**config.mk**
```make
export PLATFORM = sky130hd
export DESIGN_NAME = framed_word_rx
export DESIGN_NICKNAME = d
export VERILOG_FILES = /design/src/rtl/fwr_pkg.sv /design/src/rtl/fwr_sync.sv /design/src/rtl/fwr_char_rx.sv /design/src/rtl/fwr_pkt_parser.sv /design/src/rtl/fwr_hist_filter.sv /design/src/rtl/framed_word_rx.sv
export SDC_FILE = /design/constraint.sdc
export NUM_CORES = 1
export LEC_CHECK = 0
export CORE_UTILIZATION = 33
export DETAILED_ROUTE_END_ITERATION = 12
export DONT_BUFFER_PORTS = 1
export PLACE_DENSITY = 0.5
export SLEW_MARGIN = 20
export SYNTH_ARGS = -nofsm -noshare
export SYNTH_HDL_FRONTEND = slang
export SYNTH_HIERARCHICAL = 1
export SYNTH_SLANG_ARGS = --single-unit
```
**constraint.sdc**
```tcl
create_clock -name clk -period 2.9 [get_ports clk]
set_input_delay 0.145 -clock clk [delete_from_list [all_inputs] [get_ports clk]]
set_output_delay 0.145 -clock clk [all_outputs]
set_load 0.1 [all_outputs]
```
**src/rtl/fwr_pkg.sv**
```systemverilog
package fwr_pkg;
  localparam logic [7:0] HDR_CHAR = 8'h74;
  localparam logic [7:0] TRL_CHAR = 8'h78;

  typedef enum logic [1:0] {RX_IDLE, RX_START, RX_DATA, RX_STOP} rx_state_e;
  typedef enum logic {PK_HUNT, PK_BODY} pk_state_e;
endpackage

```
**src/rtl/fwr_sync.sv**
```systemverilog
module fwr_sync #(
  parameter int STAGES = 2
) (
  input  logic clk,
  input  logic rst,
  input  logic d,
  output logic q
);
  logic [STAGES-1:0] chain;

  // reset to the idle (high) line level
  always_ff @(posedge clk) begin
    if (rst) chain <= '1;
    else     chain <= {chain[STAGES-2:0], d};
  end

  assign q = chain[STAGES-1];
endmodule

```
**src/rtl/fwr_char_rx.sv**
```systemverilog
module fwr_char_rx
  import fwr_pkg::*;
#(
  parameter int CLKS_PER_BIT = 5208,
  parameter int DATA_BITS    = 8
) (
  input  logic                 clk,
  input  logic                 rst,
  input  logic                 rx,
  output logic [DATA_BITS-1:0] data,
  output logic                 valid,
  output logic                 frame_err
);
  localparam int CW   = $clog2(CLKS_PER_BIT);
  localparam int BW   = $clog2(DATA_BITS);
  localparam int HALF = CLKS_PER_BIT / 2;
  localparam logic [CW-1:0] CNT_LAST = CW'(CLKS_PER_BIT - 1);
  localparam logic [CW-1:0] CNT_HALF = CW'(HALF - 1);
  localparam logic [BW-1:0] BIT_LAST = BW'(DATA_BITS - 1);

  rx_state_e            st;
  logic [CW-1:0]        cnt;
  logic [BW-1:0]        bit_idx;
  logic                 rx_d;
  logic [DATA_BITS-1:0] shreg;

  always_ff @(posedge clk) begin
    if (rst) begin
      st        <= RX_IDLE;
      cnt       <= '0;
      bit_idx   <= '0;
      rx_d      <= 1'b1;
      shreg     <= '0;
      data      <= '0;
      valid     <= 1'b0;
      frame_err <= 1'b0;
    end else begin
      rx_d      <= rx;
      valid     <= 1'b0;
      frame_err <= 1'b0;
      case (st)
        RX_IDLE: begin
          cnt     <= '0;
          bit_idx <= '0;
          if (rx_d && !rx) st <= RX_START;
        end
        RX_START: begin
          if (cnt == CNT_HALF) begin
            cnt <= '0;
            st  <= rx ? RX_IDLE : RX_DATA;   // high at mid-start: glitch
          end else begin
            cnt <= cnt + 1'b1;
          end
        end
        RX_DATA: begin
          if (cnt == CNT_LAST) begin
            cnt   <= '0;
            shreg <= {rx, shreg[DATA_BITS-1:1]};
            if (bit_idx == BIT_LAST) st <= RX_STOP;
            else                     bit_idx <= bit_idx + 1'b1;
          end else begin
            cnt <= cnt + 1'b1;
          end
        end
        RX_STOP: begin
          if (cnt == CNT_LAST) begin
            cnt <= '0;
            st  <= RX_IDLE;
            if (rx) begin
              valid <= 1'b1;
              data  <= shreg;
            end else begin
              frame_err <= 1'b1;
            end
          end else begin
            cnt <= cnt + 1'b1;
          end
        end
        default: st <= RX_IDLE;
      endcase
    end
  end
endmodule

```
**src/rtl/fwr_pkt_parser.sv**
```systemverilog
module fwr_pkt_parser
  import fwr_pkg::*;
#(
  parameter int WORD_BYTES = 4
) (
  input  logic                    clk,
  input  logic                    rst,
  input  logic                    ch_valid,
  input  logic                    ch_err,
  input  logic [7:0]              ch_data,
  output logic                    word_valid,
  output logic [8*WORD_BYTES-1:0] word
);
  localparam int WW = 8 * WORD_BYTES;
  localparam int NW = $clog2(WORD_BYTES + 1);
  localparam logic [NW-1:0] N_FULL = NW'(WORD_BYTES);

  pk_state_e     st;
  logic [NW-1:0] nbytes;
  logic [WW-1:0] acc;

  always_ff @(posedge clk) begin
    if (rst) begin
      st         <= PK_HUNT;
      nbytes     <= '0;
      acc        <= '0;
      word       <= '0;
      word_valid <= 1'b0;
    end else begin
      word_valid <= 1'b0;
      if (ch_err) begin
        st <= PK_HUNT;
      end else if (ch_valid) begin
        if (ch_data == HDR_CHAR) begin
          st     <= PK_BODY;
          nbytes <= '0;
          acc    <= '0;
        end else if (st == PK_BODY) begin
          if (ch_data == TRL_CHAR) begin
            st <= PK_HUNT;
            if (nbytes == N_FULL) begin
              word       <= acc;
              word_valid <= 1'b1;
            end
          end else if (nbytes == N_FULL) begin
            st <= PK_HUNT;                      // too many payload bytes
          end else begin
            acc    <= (acc << 8) | WW'(ch_data);
            nbytes <= nbytes + 1'b1;
          end
        end
      end
    end
  end
endmodule

```
**src/rtl/fwr_hist_filter.sv**
```systemverilog
module fwr_hist_filter #(
  parameter int WIDTH = 32,
  parameter int DEPTH = 3
) (
  input  logic             clk,
  input  logic             rst,
  input  logic             in_valid,
  input  logic [WIDTH-1:0] in_word,
  output logic             out_valid,
  output logic [WIDTH-1:0] out_word
);
  localparam int OLD = DEPTH - 1;
  localparam int FW  = $clog2(DEPTH);
  localparam logic [FW-1:0] FILL_MAX = FW'(OLD);

  logic [WIDTH-1:0] hist [OLD];
  logic [FW-1:0]    fill;
  logic             match;

  always_comb begin
    match = (fill == FILL_MAX);
    for (int i = 0; i < OLD; i++) begin
      if (hist[i] != in_word) match = 1'b0;
    end
  end

  always_ff @(posedge clk) begin
    if (rst) begin
      fill      <= '0;
      out_word  <= '0;
      out_valid <= 1'b0;
      for (int i = 0; i < OLD; i++) hist[i] <= '0;
    end else begin
      out_valid <= 1'b0;
      if (in_valid) begin
        hist[0] <= in_word;
        for (int i = 1; i < OLD; i++) hist[i] <= hist[i-1];
        if (fill != FILL_MAX) fill <= fill + 1'b1;
        if (match) begin
          out_word  <= in_word;
          out_valid <= 1'b1;
        end
      end
    end
  end
endmodule

```
**src/rtl/framed_word_rx.sv**
```systemverilog
module framed_word_rx #(
  parameter int CLKS_PER_BIT = 5208,
  parameter int WORD_BYTES   = 4,
  parameter int HIST_DEPTH   = 3,
  parameter int SYNC_STAGES  = 2
) (
  input  logic                    clk,
  input  logic                    rst,
  input  logic                    rx_serial,
  output logic [8*WORD_BYTES-1:0] word_out,
  output logic                    word_strobe
);
  localparam int WW = 8 * WORD_BYTES;

  logic          rx_s;
  logic          char_valid;
  logic          char_err;
  logic [7:0]    char_data;
  logic          word_valid;
  logic [WW-1:0] word_data;

  fwr_sync #(.STAGES(SYNC_STAGES)) u_sync (
    .clk(clk), .rst(rst), .d(rx_serial), .q(rx_s)
  );

  fwr_char_rx #(.CLKS_PER_BIT(CLKS_PER_BIT), .DATA_BITS(8)) u_char (
    .clk(clk), .rst(rst), .rx(rx_s),
    .data(char_data), .valid(char_valid), .frame_err(char_err)
  );

  fwr_pkt_parser #(.WORD_BYTES(WORD_BYTES)) u_parse (
    .clk(clk), .rst(rst),
    .ch_valid(char_valid), .ch_err(char_err), .ch_data(char_data),
    .word_valid(word_valid), .word(word_data)
  );

  fwr_hist_filter #(.WIDTH(WW), .DEPTH(HIST_DEPTH)) u_filt (
    .clk(clk), .rst(rst),
    .in_valid(word_valid), .in_word(word_data),
    .out_valid(word_strobe), .out_word(word_out)
  );
endmodule

```
==> impl_metrics.csv <==
group,metric,value,unit
floorplan,initial_core_util,33.8,%
yosys,synth_ff_type,"dfxtp_1",
final_layout,final_cell_count_no_fill,1275,
cts,clk_pin_slew,60,ps
pwr,p_leak,0.00380,uW
worst_setup_path,cp.arrival,2820,ps
place,hpwl,14400,um
floorplan,die_w,168,um
pwr,p_per_area,605,mW/mm^2
timing,rsz0062_at_grt,"false",
timing,period_share,84.5,%
timing,setup_viol,0,
yosys,netlist-cell-type-count,74,
route,num_vias,6443,
yosys,synth_area_leader_cell,"dfxtp_1",
timing,period_minus_slack,2450,ps
worst_setup_path,start_kind,"flip-flop",
min_path,hold_end,"u_char/valid",
cts,clock_latency,510,ps
worst_setup_path,r2r_end,"u_filt/out_word[12]",
worst_setup_path,critPathKind,"reg -> reg",
route,drt-vias-per-instance,5.05,
yosys,syn_nets,905,
cts,root_buffer,"clkbuf_16",
route,post_drt_wl_per_cell,17.5,um
cts,h-tree-depth,1,
cts,numClockSinks,207,
global_route,overflow,0,
global_route,grt_pass1_wl,35200,um
cts,post-cts-setup-buffers,0,
yosys,yosysTopAreaCellShare,31.4,%
route,drtIter0Drc,437,
yosys,synthCells,896,
route,routed_wl,22300,um
worst_setup_path,crit_fanout,32,
cts,clockBufferDepth,3,
route,ant_nets,0,
flow_run,maxCapViolCount,0,
floorplan,die_h,168,um
final_layout,fin_util,38.8,%
cts,hold_buffers,3,
min_path,hold_class,"in -> reg",
global_route,antenna_found_initial,0,
yosys,netlist_area,0.00913,sq mm
timing,hold_viol_final,0,
run_status,status,"finished clean",
worst_setup_path,cp_slowest_stage_delay,820,ps
worst_setup_path,rrSetupSlack,450,ps
yosys,synthTopCellsByCount,"dfxtp_1, nand2_1, a21oi_1",
min_path,hold_start,"rst",
final_layout,stdcell_area,0.0105,sq mm
timing,tns,0,ps
min_path,min_path_cells,2,
yosys,ys_seq_area_share,52.4,%
floorplan,core_area,0.0270,sq mm
floorplan,dieArea,0.0283,sq mm
final_layout,register_area,0.00478,sq mm
worst_setup_path,crit_chain,"nor2b_1 > a2111oi_2 > nand4_1 > or4_4 > o21ai_0 > a21oi_1",
timing,max_slew_margin,35.3,%
yosys,synth.area.top_cells,"dfxtp_1, edfxtp_1, mux2i_1",
yosys,syn_avg_cell_area,10.2,sq um
final_layout,drive_gt1_share,13.6,%
final_layout,nets,925,
global_route,grtUsageTotal,15.8,%
pwr,vdd_drop_max,0.434,mV
timing,max_slew.worst_pin.slew,969,ps
floorplan,num_rows,60,
floorplan,boundaryPins,36,
timing,finalMaxSlewViolations,0,
final_layout,syn2layout_area_growth,14.7,%
cts,cts_tree,"done",
cts,cts_buffers,24,
final_layout,multiInputGateArea,0.00398,sq mm
final_layout,diodes,0,
global_route,grt_max_degree,127,
place,portBuffers,0,
cts,cts_resized,0,
yosys,async_flop_share,0,%
yosys,synth-seq-cells,207,
global_route,grt_pass1_vias,6202,
timing,holdWs,47.8,ps
worst_setup_path,cp-end-kind,"flip-flop",
yosys,yosysMostFrequentCell,"dfxtp_1",
timing,max_clock_freq,0.408,GHz
route,drcViolationCount,0,
worst_setup_path,cp.required,3270,ps
worst_setup_path,crit_slowest_cell,"or4_4",
worst_setup_path,reg2reg_from,"u_parse/word[13]",
route,dr.pass1.iters,5,
yosys,synth_edf_count,64,
place,place_congestion,0.772,
worst_setup_path,worstRegToRegCells,6,
place,placedInstanceArea,0.00960,sq mm
final_layout,fillCellCount,2731,
yosys,yosysWarnings,6,
place,dp.cells,1228,
timing,fin_skew,11.5,ps
## per-layer routing
layer  up-vias  GRT usage [%]  routed length [um]  part of all wire [%]
met5         -              0                   0                     0
met4         0           3.83                 406                   1.8
met3        25           3.06                1130                   5.1
met2       128           24.8                9810                    44
met1      3133           22.3               10900                    49
li1       3157              -                   -                     -
## state kept, by name (all words and copies together), names as in the netlist, 2 cells and up, named ones only
register / count
u_filt/fill: 2
u_char/bit_idx: 3
u_char/cnt: 13
u_parse/acc: 32
u_parse/word: 32
u_char/data: 8
u_sync/chain: 2
u_parse/nbytes: 3
u_filt/out_word: 32
u_char/shreg: 8
u_filt/hist: 64
## metrics by stage
stage | setup slack (ps) | power [uW]
CTS | 453 | 6430
global route | 322 | 6530
finish | 451 | 6340
global placement | 471 | 3230
detailed placement | 492 | 3230
floorplan | 710 | 3220
## logic make-up after synthesis
group | Yosys count | share of synthesized area [%]
buffers and inverters | 68 | 4.17
adder cells (fa/ha/maj) | 6 | 0.822
AO/OA/AOI/OAI | 139 | 9.54
multiplexers | 50 | 5.48
flip-flops | 207 | 52.4
AND/OR/NAND/NOR | 383 | 23.5
XOR/XNOR | 43 | 4.12
## worst max-delay path: cells and delay by family, from the launching register on
family             cells  cell delay, ps
AOI/OAI and AO/OA      3             700
DFF                    1             360
and+or+nand+nor        3            1240
## final cells by class
class	instances	area share [%]
Sequential cell	207	45.7
Multi-Input combinational cell	621	38.0
Clock buffer	36	6.75
Tap cell	341	4.07
Timing Repair Buffer	48	3.92
Clock inverter	8	1.13
Inverter	14	0.502
## how the worst max path moves through the flow
stage / startpoint / end / slack (ps) / cells after the start
2_1_floorplan: u_filt/hist[0][57] / u_filt/out_word[16] / 710 / 7
3_3_place_gp: u_parse/word[18] / u_filt/out_word[8] / 470 / 7
3_5_place_dp: u_parse/word[13] / u_filt/out_word[13] / 490 / 6
4_1_cts: u_parse/word[13] / u_filt/out_word[13] / 450 / 6
5_1_grt: u_parse/word[18] / u_filt/out_word[8] / 320 / 7
6_report: u_parse/word[13] / u_filt/out_word[12] / 450 / 6
## report_power, final
part	switching, uW	internal [uW]	total, uW	leakage, uW
clock	1190	1950	3130	0.000408
sequential	27.5	3020	3050	0.00179
combinational	99.5	53.8	153	0.00160
## layout by cell type (no fill, tap or decap), types with 5 or more instances in the layout
master     synthesis  routed
clkbuf_16          0      25
inv_1             14      14
clkbuf_1          29       7
nor2b_1           11      10
ha_1               6       6
buf_4              1      43
a21oi_1           69      68
edfxtp_1          64      64
nor3_1            12      12
nor2_1            27      27
nand2_1          111     111
o21ai_1           29      29
and3_1             7       7
o2111ai_1          5       5
nand4_1           10      10
and2_1            64      64
dfxtp_1          143     143
nor2_2            10      10
mux2i_1           50      50
nand3_1           41      41
nand2b_1          43      43
xor2_1            28      28
xnor2_1           15      15
(Power assumes the default switching activity.)
